## config.mk

```make
export PLATFORM = sky130hd
export DESIGN_NAME = clk_skew_divider
export DESIGN_NICKNAME = d
export VERILOG_FILES = /design/src/rtl/ckd_pkg.sv /design/src/rtl/ckd_sel_decode.sv /design/src/rtl/ckd_sync_counter.sv /design/src/rtl/ckd_phase_gen.sv /design/src/rtl/ckd_out_stage.sv /design/src/rtl/clk_skew_divider.sv
export SDC_FILE = /design/constraint.sdc
export NUM_CORES = 1
export LEC_CHECK = 0
export BUFFER_PORTS_ARGS = -buffer_cell sky130_fd_sc_hd__buf_2
export CORE_MARGIN = 3
export CORE_UTILIZATION = 30
export DETAILED_ROUTE_END_ITERATION = 7
export MAX_ROUTING_LAYER = met4
export PLACE_DENSITY = 0.48
export SYNTH_ARGS = -nofsm -noshare
export SYNTH_HDL_FRONTEND = slang
export SYNTH_HIERARCHICAL = 1
export SYNTH_SLANG_ARGS = --single-unit
```

## constraint.sdc

```tcl
create_clock -name clk -period 3.4 [get_ports clk]
set_input_delay 0 -clock clk [delete_from_list [all_inputs] [get_ports clk]]
set_output_delay 0 -clock clk [all_outputs]
set_load 0.05 [all_outputs]
```

## src/rtl/ckd_pkg.sv

```systemverilog
package ckd_pkg;

  localparam int BANK_NORMAL   = 0;
  localparam int BANK_WIDE     = 1;
  localparam int BANK_FEEDBACK = 2;

  // every ratio divides this, so all banks realign at the sync wrap
  localparam int SYNC_MULT = 120;

  typedef logic [3:0]        div_t;
  typedef logic signed [4:0] skew_t;

  // three-level code to 0/1/2, 2'b11 folded to MID
  function automatic logic [1:0] tri_level(input logic [1:0] code);
    return (code == 2'b11) ? 2'b01 : code;
  endfunction

  function automatic logic [3:0] pair_index(input logic [1:0] hi, input logic [1:0] lo);
    return 4'(tri_level(hi)) * 4'd3 + 4'(tri_level(lo));
  endfunction

  function automatic div_t ratio_of(input logic [3:0] idx);
    div_t r;
    case (idx)
      4'd0, 4'd1, 4'd2, 4'd3, 4'd4, 4'd5: r = idx + 4'd1;
      4'd6:    r = 4'd8;
      4'd7:    r = 4'd10;
      default: r = 4'd12;
    endcase
    return r;
  endfunction

  function automatic skew_t normal_skew(input logic [3:0] idx);
    return skew_t'({1'b0, idx}) - skew_t'(4);
  endfunction

  function automatic skew_t wide_skew(input logic [3:0] idx, input skew_t from_a,
                                      input skew_t from_b);
    skew_t s;
    case (idx)
      4'd0:    s = skew_t'(-8);
      4'd1:    s = skew_t'(-7);
      4'd2:    s = skew_t'(-6);
      4'd3:    s = from_a;
      4'd5:    s = from_b;
      4'd6:    s = skew_t'(6);
      4'd7:    s = skew_t'(7);
      4'd8:    s = skew_t'(8);
      default: s = skew_t'(0);
    endcase
    return s;
  endfunction

  function automatic skew_t feedback_skew(input logic [1:0] code);
    skew_t s;
    case (tri_level(code))
      2'b00:   s = skew_t'(-4);
      2'b10:   s = skew_t'(4);
      default: s = skew_t'(0);
    endcase
    return s;
  endfunction

endpackage

```

## src/rtl/ckd_sel_decode.sv

```systemverilog
module ckd_sel_decode
  import ckd_pkg::*;
#(
  parameter int BANK_KIND = BANK_NORMAL
) (
  input  logic [1:0] ds_hi,
  input  logic [1:0] ds_lo,
  input  logic [1:0] f_hi,
  input  logic [1:0] f_lo,
  input  logic [3:0] peer_a,
  input  logic [3:0] peer_b,
  output div_t       div_ratio,
  output skew_t      skew
);

  logic [3:0] f_idx;
  skew_t      skew_a;
  skew_t      skew_b;

  always_comb begin
    div_ratio = ratio_of(pair_index(ds_hi, ds_lo));
    f_idx     = pair_index(f_hi, f_lo);
    skew_a    = normal_skew(pair_index(peer_a[3:2], peer_a[1:0]));
    skew_b    = normal_skew(pair_index(peer_b[3:2], peer_b[1:0]));
    if (BANK_KIND == BANK_WIDE) begin
      skew = wide_skew(f_idx, skew_a, skew_b);
    end else if (BANK_KIND == BANK_FEEDBACK) begin
      skew = feedback_skew(f_lo);
    end else begin
      skew = normal_skew(f_idx);
    end
  end

endmodule

```

## src/rtl/ckd_sync_counter.sv

```systemverilog
module ckd_sync_counter
  import ckd_pkg::*;
#(
  parameter int N = 8
) (
  input  logic clk,
  input  logic rst,
  output logic wrap
);

  localparam int CW  = N * SYNC_MULT;
  localparam int CWW = $clog2(CW);
  localparam logic [CWW-1:0] LAST = CWW'(CW - 1);
  localparam logic [CWW-1:0] ONE  = CWW'(1);

  logic [CWW-1:0] cnt;

  assign wrap = (cnt == LAST);

  always_ff @(posedge clk) begin
    if (rst || wrap) begin
      cnt <= '0;
    end else begin
      cnt <= cnt + ONE;
    end
  end

endmodule

```

## src/rtl/ckd_phase_gen.sv

```systemverilog
module ckd_phase_gen
  import ckd_pkg::*;
#(
  parameter int N  = 8,
  parameter int PW = 7
) (
  input  logic          clk,
  input  logic          rst,
  input  logic          wrap,
  input  div_t          new_div,
  input  skew_t         new_skew,
  output logic [PW-1:0] pos,
  output logic [PW-1:0] act_period
);

  localparam logic [PW-1:0] ONE = PW'(1);

  logic [PW-1:0] next_period;
  logic [PW-1:0] next_init;
  logic [4:0]    mag;
  logic [PW-1:0] mag_w;

  // starting phase position = (-skew) mod period
  always_comb begin
    next_period = PW'(N * int'(new_div));
    mag         = new_skew[4] ? 5'(-new_skew) : 5'(new_skew);
    mag_w       = PW'(mag);
    if (new_skew[4]) begin
      next_init = (mag_w >= next_period) ? mag_w - next_period : mag_w;
    end else if (mag == 5'd0) begin
      next_init = '0;
    end else begin
      next_init = next_period - mag_w;
    end
  end

  always_ff @(posedge clk) begin
    if (rst || wrap) begin
      act_period <= next_period;
      pos        <= next_init;
    end else if (pos == act_period - ONE) begin
      pos <= '0;
    end else begin
      pos <= pos + ONE;
    end
  end

endmodule

```

## src/rtl/ckd_out_stage.sv

```systemverilog
module ckd_out_stage #(
  parameter int PW = 7
) (
  input  logic          clk,
  input  logic          rst,
  input  logic [PW-1:0] pos,
  input  logic [PW-1:0] act_period,
  output logic          clk_out,
  output logic          rise_mark
);

  logic [PW:0]   half_sum;
  logic [PW-1:0] hi_len;

  always_comb begin
    half_sum = {1'b0, act_period} + (PW+1)'(1);
    hi_len   = half_sum[PW:1];
  end

  always_ff @(posedge clk) begin
    if (rst) begin
      clk_out   <= 1'b0;
      rise_mark <= 1'b0;
    end else begin
      clk_out   <= (pos < hi_len);
      rise_mark <= (pos == '0);
    end
  end

endmodule

```

## src/rtl/clk_skew_divider.sv

```systemverilog
module clk_skew_divider
  import ckd_pkg::*;
#(
  parameter int N         = 8,
  parameter int BANK_KIND = BANK_NORMAL
) (
  input  logic       clk,
  input  logic       rst,
  input  logic [1:0] div_sel_hi,
  input  logic [1:0] div_sel_lo,
  input  logic [1:0] ph_sel_hi,
  input  logic [1:0] ph_sel_lo,
  input  logic [3:0] peer_a_ph,
  input  logic [3:0] peer_b_ph,
  output logic       clk_out,
  output logic       rise_mark
);

  localparam int PW = $clog2(N * 12 + 1);

  div_t          new_div;
  skew_t         new_skew;
  logic          sync_wrap;
  logic [PW-1:0] pos;
  logic [PW-1:0] act_period;

  ckd_sel_decode #(.BANK_KIND(BANK_KIND)) u_dec (
    .ds_hi     (div_sel_hi),
    .ds_lo     (div_sel_lo),
    .f_hi      (ph_sel_hi),
    .f_lo      (ph_sel_lo),
    .peer_a    (peer_a_ph),
    .peer_b    (peer_b_ph),
    .div_ratio (new_div),
    .skew      (new_skew)
  );

  ckd_sync_counter #(.N(N)) u_sync (
    .clk  (clk),
    .rst  (rst),
    .wrap (sync_wrap)
  );

  ckd_phase_gen #(.N(N), .PW(PW)) u_phase (
    .clk        (clk),
    .rst        (rst),
    .wrap       (sync_wrap),
    .new_div    (new_div),
    .new_skew   (new_skew),
    .pos        (pos),
    .act_period (act_period)
  );

  ckd_out_stage #(.PW(PW)) u_out (
    .clk        (clk),
    .rst        (rst),
    .pos        (pos),
    .act_period (act_period),
    .clk_out    (clk_out),
    .rise_mark  (rise_mark)
  );

endmodule

```

* After elaboration in Yosys (flattened, before gate mapping)
Index checks and enable logic that the tools add are counted. W data, S select, Z words.
Storage, ports and cells: word-level logic and storage cells 49, output and inout bits 2, bits in registers 23
Operators by class: add/subtract/negate cells 11, reduce and logical (&&, ||, !) cells 5, muxes and demuxes 11, $mul 2, magnitude comparators 2, equality and inequality tests 13
Operators with widths (count):
- $mux W7 | 5
- $eq A4 B3 Y1 const B | 4
- $pmux W4 S3 | 1
- $add A10 B1 Y10 const B | 1
- $eq A10 B10 Y1 const B | 1
- $add A4 B2 Y4 | 2
- $add A7 B1 Y8 const B | 1
- $eq A2 B2 Y1 const B | 4
- $eq A4 B2 Y1 const B | 2
- $mul A2 B2 Y4 const B | 2
- $mux W2 | 4
- $add A7 B1 Y7 const B | 1
- $eq A7 B7 Y1 | 1
- $ge A5 B7 Y1 | 1
- $logic_not A7 Y1 | 1
- $lt A7 B7 Y1 | 1
- $sub A5 B7 Y7 | 1
- $sub A7 B1 Y7 const B | 1
- $sub A7 B5 Y7 | 1
- $reduce_or A6 Y1 | 1
- $logic_not A5 Y1 | 1
- $mux W5 | 1
- $neg A5 Y5 | 1
- $sub A4 B3 Y5 const B | 1
- 4 further kinds | 4

* Longest topological paths before layout
depth after elaboration 11, gate-level depth with buffers 16, mapped depth without buffers 15

* Cells and area by module
The synthesis kept the hierarchy.
By module, submodules not included:
- ckd_phase_gen | instances 1, area each 1036.0 um^2, sequential area each 260.2 um^2, cells each 117
- ckd_sync_counter | instances 1, area each 490.5 um^2, sequential area each 200.2 um^2, cells each 56
- ckd_sel_decode | instances 1, area each 346.6 um^2, sequential area each 0.0 um^2, cells each 44
- ckd_out_stage | instances 1, area each 279.0 um^2, sequential area each 40.0 um^2, cells each 33

* Worst setup path after synthesis
Ideal clock, no wire load.
path kind input -> register, start point in ph_sel_hi[1], end point reg u_phase.pos[5], stages on the path 15, library setup time 0.070 ns, buffers on the path 1, slack -0.040 ns, data arrival time 3.370 ns, path through or2_2 -> ha_1 -> ha_1 -> fa_1 -> inv_1 -> ha_1 -> buf_2 -> or2b_1 -> xor2_1 -> ha_1 -> inv_1 -> fa_1 -> or4_1 -> o221a_1 -> o21ai_1
On the way: word-level cells in the longest chain between the ends 11
RTL lines:
- from (decl) | RTL line clk_skew_divider.sv:11 | input logic [1:0] ph_sel_hi,
- $eq A2 B2 Y1 | RTL line ckd_pkg.sv:15 | return (code == 2'b11) ? 2'b01 : code;
- $mux W2 * | RTL line ckd_pkg.sv:15
- $mul A2 B2 Y4 * | RTL line ckd_pkg.sv:19 | return 4'(tri_level(hi)) * 4'd3 + 4'(tri_level(lo));
- $add A4 B2 Y4 * | RTL line ckd_pkg.sv:19
- $sub A4 B3 Y5 * | RTL line ckd_pkg.sv:34 | return skew_t'({1'b0, idx}) - skew_t'(4);
- net new_skew[2] | RTL line clk_skew_divider.sv:22 | skew_t new_skew;
- $neg A5 Y5 | RTL line ckd_phase_gen.sv:26 | mag = new_skew[4] ? 5'(-new_skew) : 5'(new_skew);
- $mux W5 * | RTL line ckd_phase_gen.sv:26
- $sub A7 B5 Y7 (tied with other cells) | RTL line ckd_phase_gen.sv:33 | next_init = next_period - mag_w;
- $mux W7 (on tied branches) | RTL line ckd_phase_gen.sv:30, ckd_phase_gen.sv:29
- $mux W7 * | RTL line ckd_phase_gen.sv:28 | if (new_skew[4]) begin
- $mux W7 * | RTL line ckd_phase_gen.sv:38 | if (rst || wrap) begin
- to (signal assigned) | RTL line ckd_phase_gen.sv:40 | pos <= next_init;
- to (signal assigned) | RTL line ckd_phase_gen.sv:44 | pos <= pos + ONE;
- to (decl) | RTL line ckd_phase_gen.sv:12 | output logic [PW-1:0] pos,
Mark *: on every way through the listed nets, which the timed path passes. The rest lies on a longest branch. A chain may end at the register's enable or synchronous reset.

* Worst setup path in the final report
Same ends and word-level chain as after synthesis.

==> metrics <==
Synth area leaders dfxtp_1, ha_1, edfxtp_1, xor2_1, xnor2_1; Post-Synthesis Cell Area 2150 um2; WS Path Type in2reg; num rows 30; Avg Inst Size Synth 8.61 um2; fin crit share 93.7%; Clock power frac 14.3%; uppermost layer routed met4; Setup WS pre-CTS -205 ps; first-pass GRT wire length 7450 um; FF-to-FF End u_phase/pos[5]; post-synthesis register bit count 23; MaxCap Viol Count 0; residual DRC count 0; critical path buffer and inverter count 3; status finished clean; Synthesis Warnings 6; Final ANT Viol Nets 0; Worst path slowest cell or4_1; net switching power 0.508 mW; Root Buffer clkbuf_8; Stages on worst setup path 15; CTS tree yes; Area Overhead vs Synth 14.1%; Core ar. 6870 um2; register share of total power 33.1%; fraction of registers with async set/reset 0%; GRT overflow 0; worst rel slew slack 57.8%; Fin. Hold Viols 0; most frequent cell after synthesis ha_1; Worst-Margin Slew 628 ps; via-per-instance ratio 4.86; Commonest cells post-synth ha_1, inv_1, dfxtp_1; initial antenna violation count 0; DR pass1 iterations 4; critical-path cell list buf_2 -> or2_2 -> ha_1 -> ha_1 -> fa_1 -> inv_1 -> ha_1 -> or2b_1 -> xor2_1 -> ha_1 -> inv_1 -> fa_1 -> or4_1 -> o221a_1 -> o21ai_1; antenna diode count 0; CP endpoint u_phase/pos[5]; Iter 0 DRT Violations 82; metal1 wirelength 2090 um; metal2 WL 2040 um; fin util 35.8%; fin nets 323; r2r setup slk 1090 ps; Clock Skew 5.12 ps; minimum clock period 3190 ps; TritonCTS buffer count 3; fmax 314 MHz; Peak VDD IR 0.136 mV; CP Max Fanout 3; Critical Path Most Common Cell ha_1; Critical Path AT 3390 ps; Largest stage delay, worst path 540 ps; Seq/Total Area, Yosys 23.3%; CP Capture Type flip-flop; drt total wl 4260 um; min-delay worst type in2reg; Post-CTS Hold Buffers 0; Cell variety after synth 60; P_int 0.734 mW; io pins 20; H-tree depth 1; HPWL Detailed 3470 um; reg2reg path depth 9; worst-skew pair later-pin latency 270 ps; top_reg_cell synth dfxtp_1; Worst-path clk slew 90 ps; Starting Density 31.3%; R2R Path Start u_sync/cnt[0]; die height 90.7 um; Met3 Routed Length 82 um; Routability Congestion 0.806; startpoint types primary input; I/O Buffers 11; leading area contributor after synthesis dfxtp_1; Pwr Density 506 nW/um2; share of cells above drive strength 1 16.4%; Post-synth EDFFs 4; CTS sink count 23; largest net degree at the start of global routing 15; vias 1797; switch share 40.9%; final setup violation count 0; Crit. Startpoint ph_sel_hi[1]; cell family with most CP delay adder cells; logic gate share of total power 52.6%; Final Max Tran Viols 0; Synth top area share 17.7%; drt wl/cell 11.5 um; GRT Total Usage 10.9%; Die Width 90.7 um; setup ws final 214 ps; CTS Buffer Depth 2; Mapped Cells 250; vias in the first global route 1686; RSZ-0062 raised after global routing false; Req. time, crit path 3600 ps; die area 8230 um2; Pleak 0.992 nW
==> how the worst min path moves through the flow <==
stage / slack (ps) / startpoint / to / cells after the start
2_1_floorplan: 70 / rst / u_sync/cnt[6] / 1
3_3_place_gp: 320 / rst / u_sync/cnt[4] / 2
3_5_place_dp: 320 / rst / u_sync/cnt[2] / 2
4_1_cts: 20 / rst / u_sync/cnt[6] / 2
5_1_grt: 40 / rst / u_sync/cnt[6] / 2
6_report: 30 / rst / u_sync/cnt[6] / 2
==> stage by stage <==
stage / hold slack (ps) / std cells / TNS [ps] / instance area (um2) / total power, mW
6_report: 32.7 / 370 / 0 / 2460 / 1.24
5_1_grt: 41.1 / 370 / 0 / 2460 / 1.36
4_1_cts: 24.1 / 370 / 0 / 2450 / 1.26
3_5_place_dp: 317 / 366 / -727 / 2400 / 1.07
3_3_place_gp: 324 / 366 / -200 / 2400 / 1.07
2_1_floorplan: 69.1 / 252 / 0 / 2160 / 0.898
==> cell families after synthesis <==
logic type      synth area share, %
compound gates                 16.5
other cells                   0.174
xor+xnor                       11.2
mux                           0.523
buf+inv                        7.33
simple gates                   22.6
fa+ha+maj                      18.5
flops                          23.3
==> routing by layer <==
metal | vias to the layer above | GRT usage (%)
met5 | - | -
met4 | 0 | 3.95
met3 | 6 | 1.42
met2 | 18 | 18.0
met1 | 830 | 13.6
li1 | 943 | -
==> layout make-up <==
type                       count  area, um2
multi-input combinational    195       1510
timing repair buffer          29        190
inverter                      23       88.8
clock inverter                 1       7.51
tap                           96        120
clock buffer                   3       41.3
sequential                    23        500
fill                         732       4410
==> registers in the layout, indices dropped and copies added, names as in the netlist <==
signal	flops
u_out/rise_mark	1
u_phase/act_period	4
u_sync/cnt	10
u_out/clk_out	1
u_phase/pos	7
==> cells in the final DEF, fill, tap and decap left out, types with 4 or more instances in the layout <==
cell type | Yosys | layout
dfxtp_1 | 19 | 19
buf_2 | 1 | 11
xor2_1 | 12 | 12
xnor2_1 | 11 | 11
ha_1 | 27 | 27
o21ai_0 | 9 | 9
nor2_1 | 15 | 15
inv_1 | 21 | 21
nor2b_1 | 7 | 7
buf_4 | 3 | 18
nand3_1 | 10 | 10
edfxtp_1 | 4 | 4
nor3_1 | 7 | 7
nand4_1 | 7 | 7
a21oi_1 | 8 | 8
a31oi_1 | 4 | 4
nand2_1 | 13 | 13
o221ai_1 | 4 | 4
or4_1 | 5 | 5
==> what timing repair did <==
item                                    CTS  global route
endpoints found under the setup margin    0             4
endpoints found under the hold margin     0             0
resized for setup                         0             1
buffers inserted                          0             0
==> worst reg2reg max path, delay by kind of cell (launching register included) <==
| kind | cells | cell delay (ps) |
|---|---|---|
| compound gates | 3 | 430 |
| fa+ha+maj | 1 | 260 |
| buf+inv | 2 | 570 |
| flops | 1 | 350 |
| simple gates | 3 | 590 |
==> power by group through the flow <==
stage | logic (mW) | registers (mW) | clock network [mW]
final | 0.654 | 0.411 | 0.178
after global routing | 0.741 | 0.422 | 0.195
after CTS | 0.656 | 0.412 | 0.189
after detailed placement | 0.652 | 0.418 | 0
after global placement | 0.649 | 0.420 | 0
after floorplan | 0.482 | 0.415 | 0
Power figures use the tool's default switching activity.
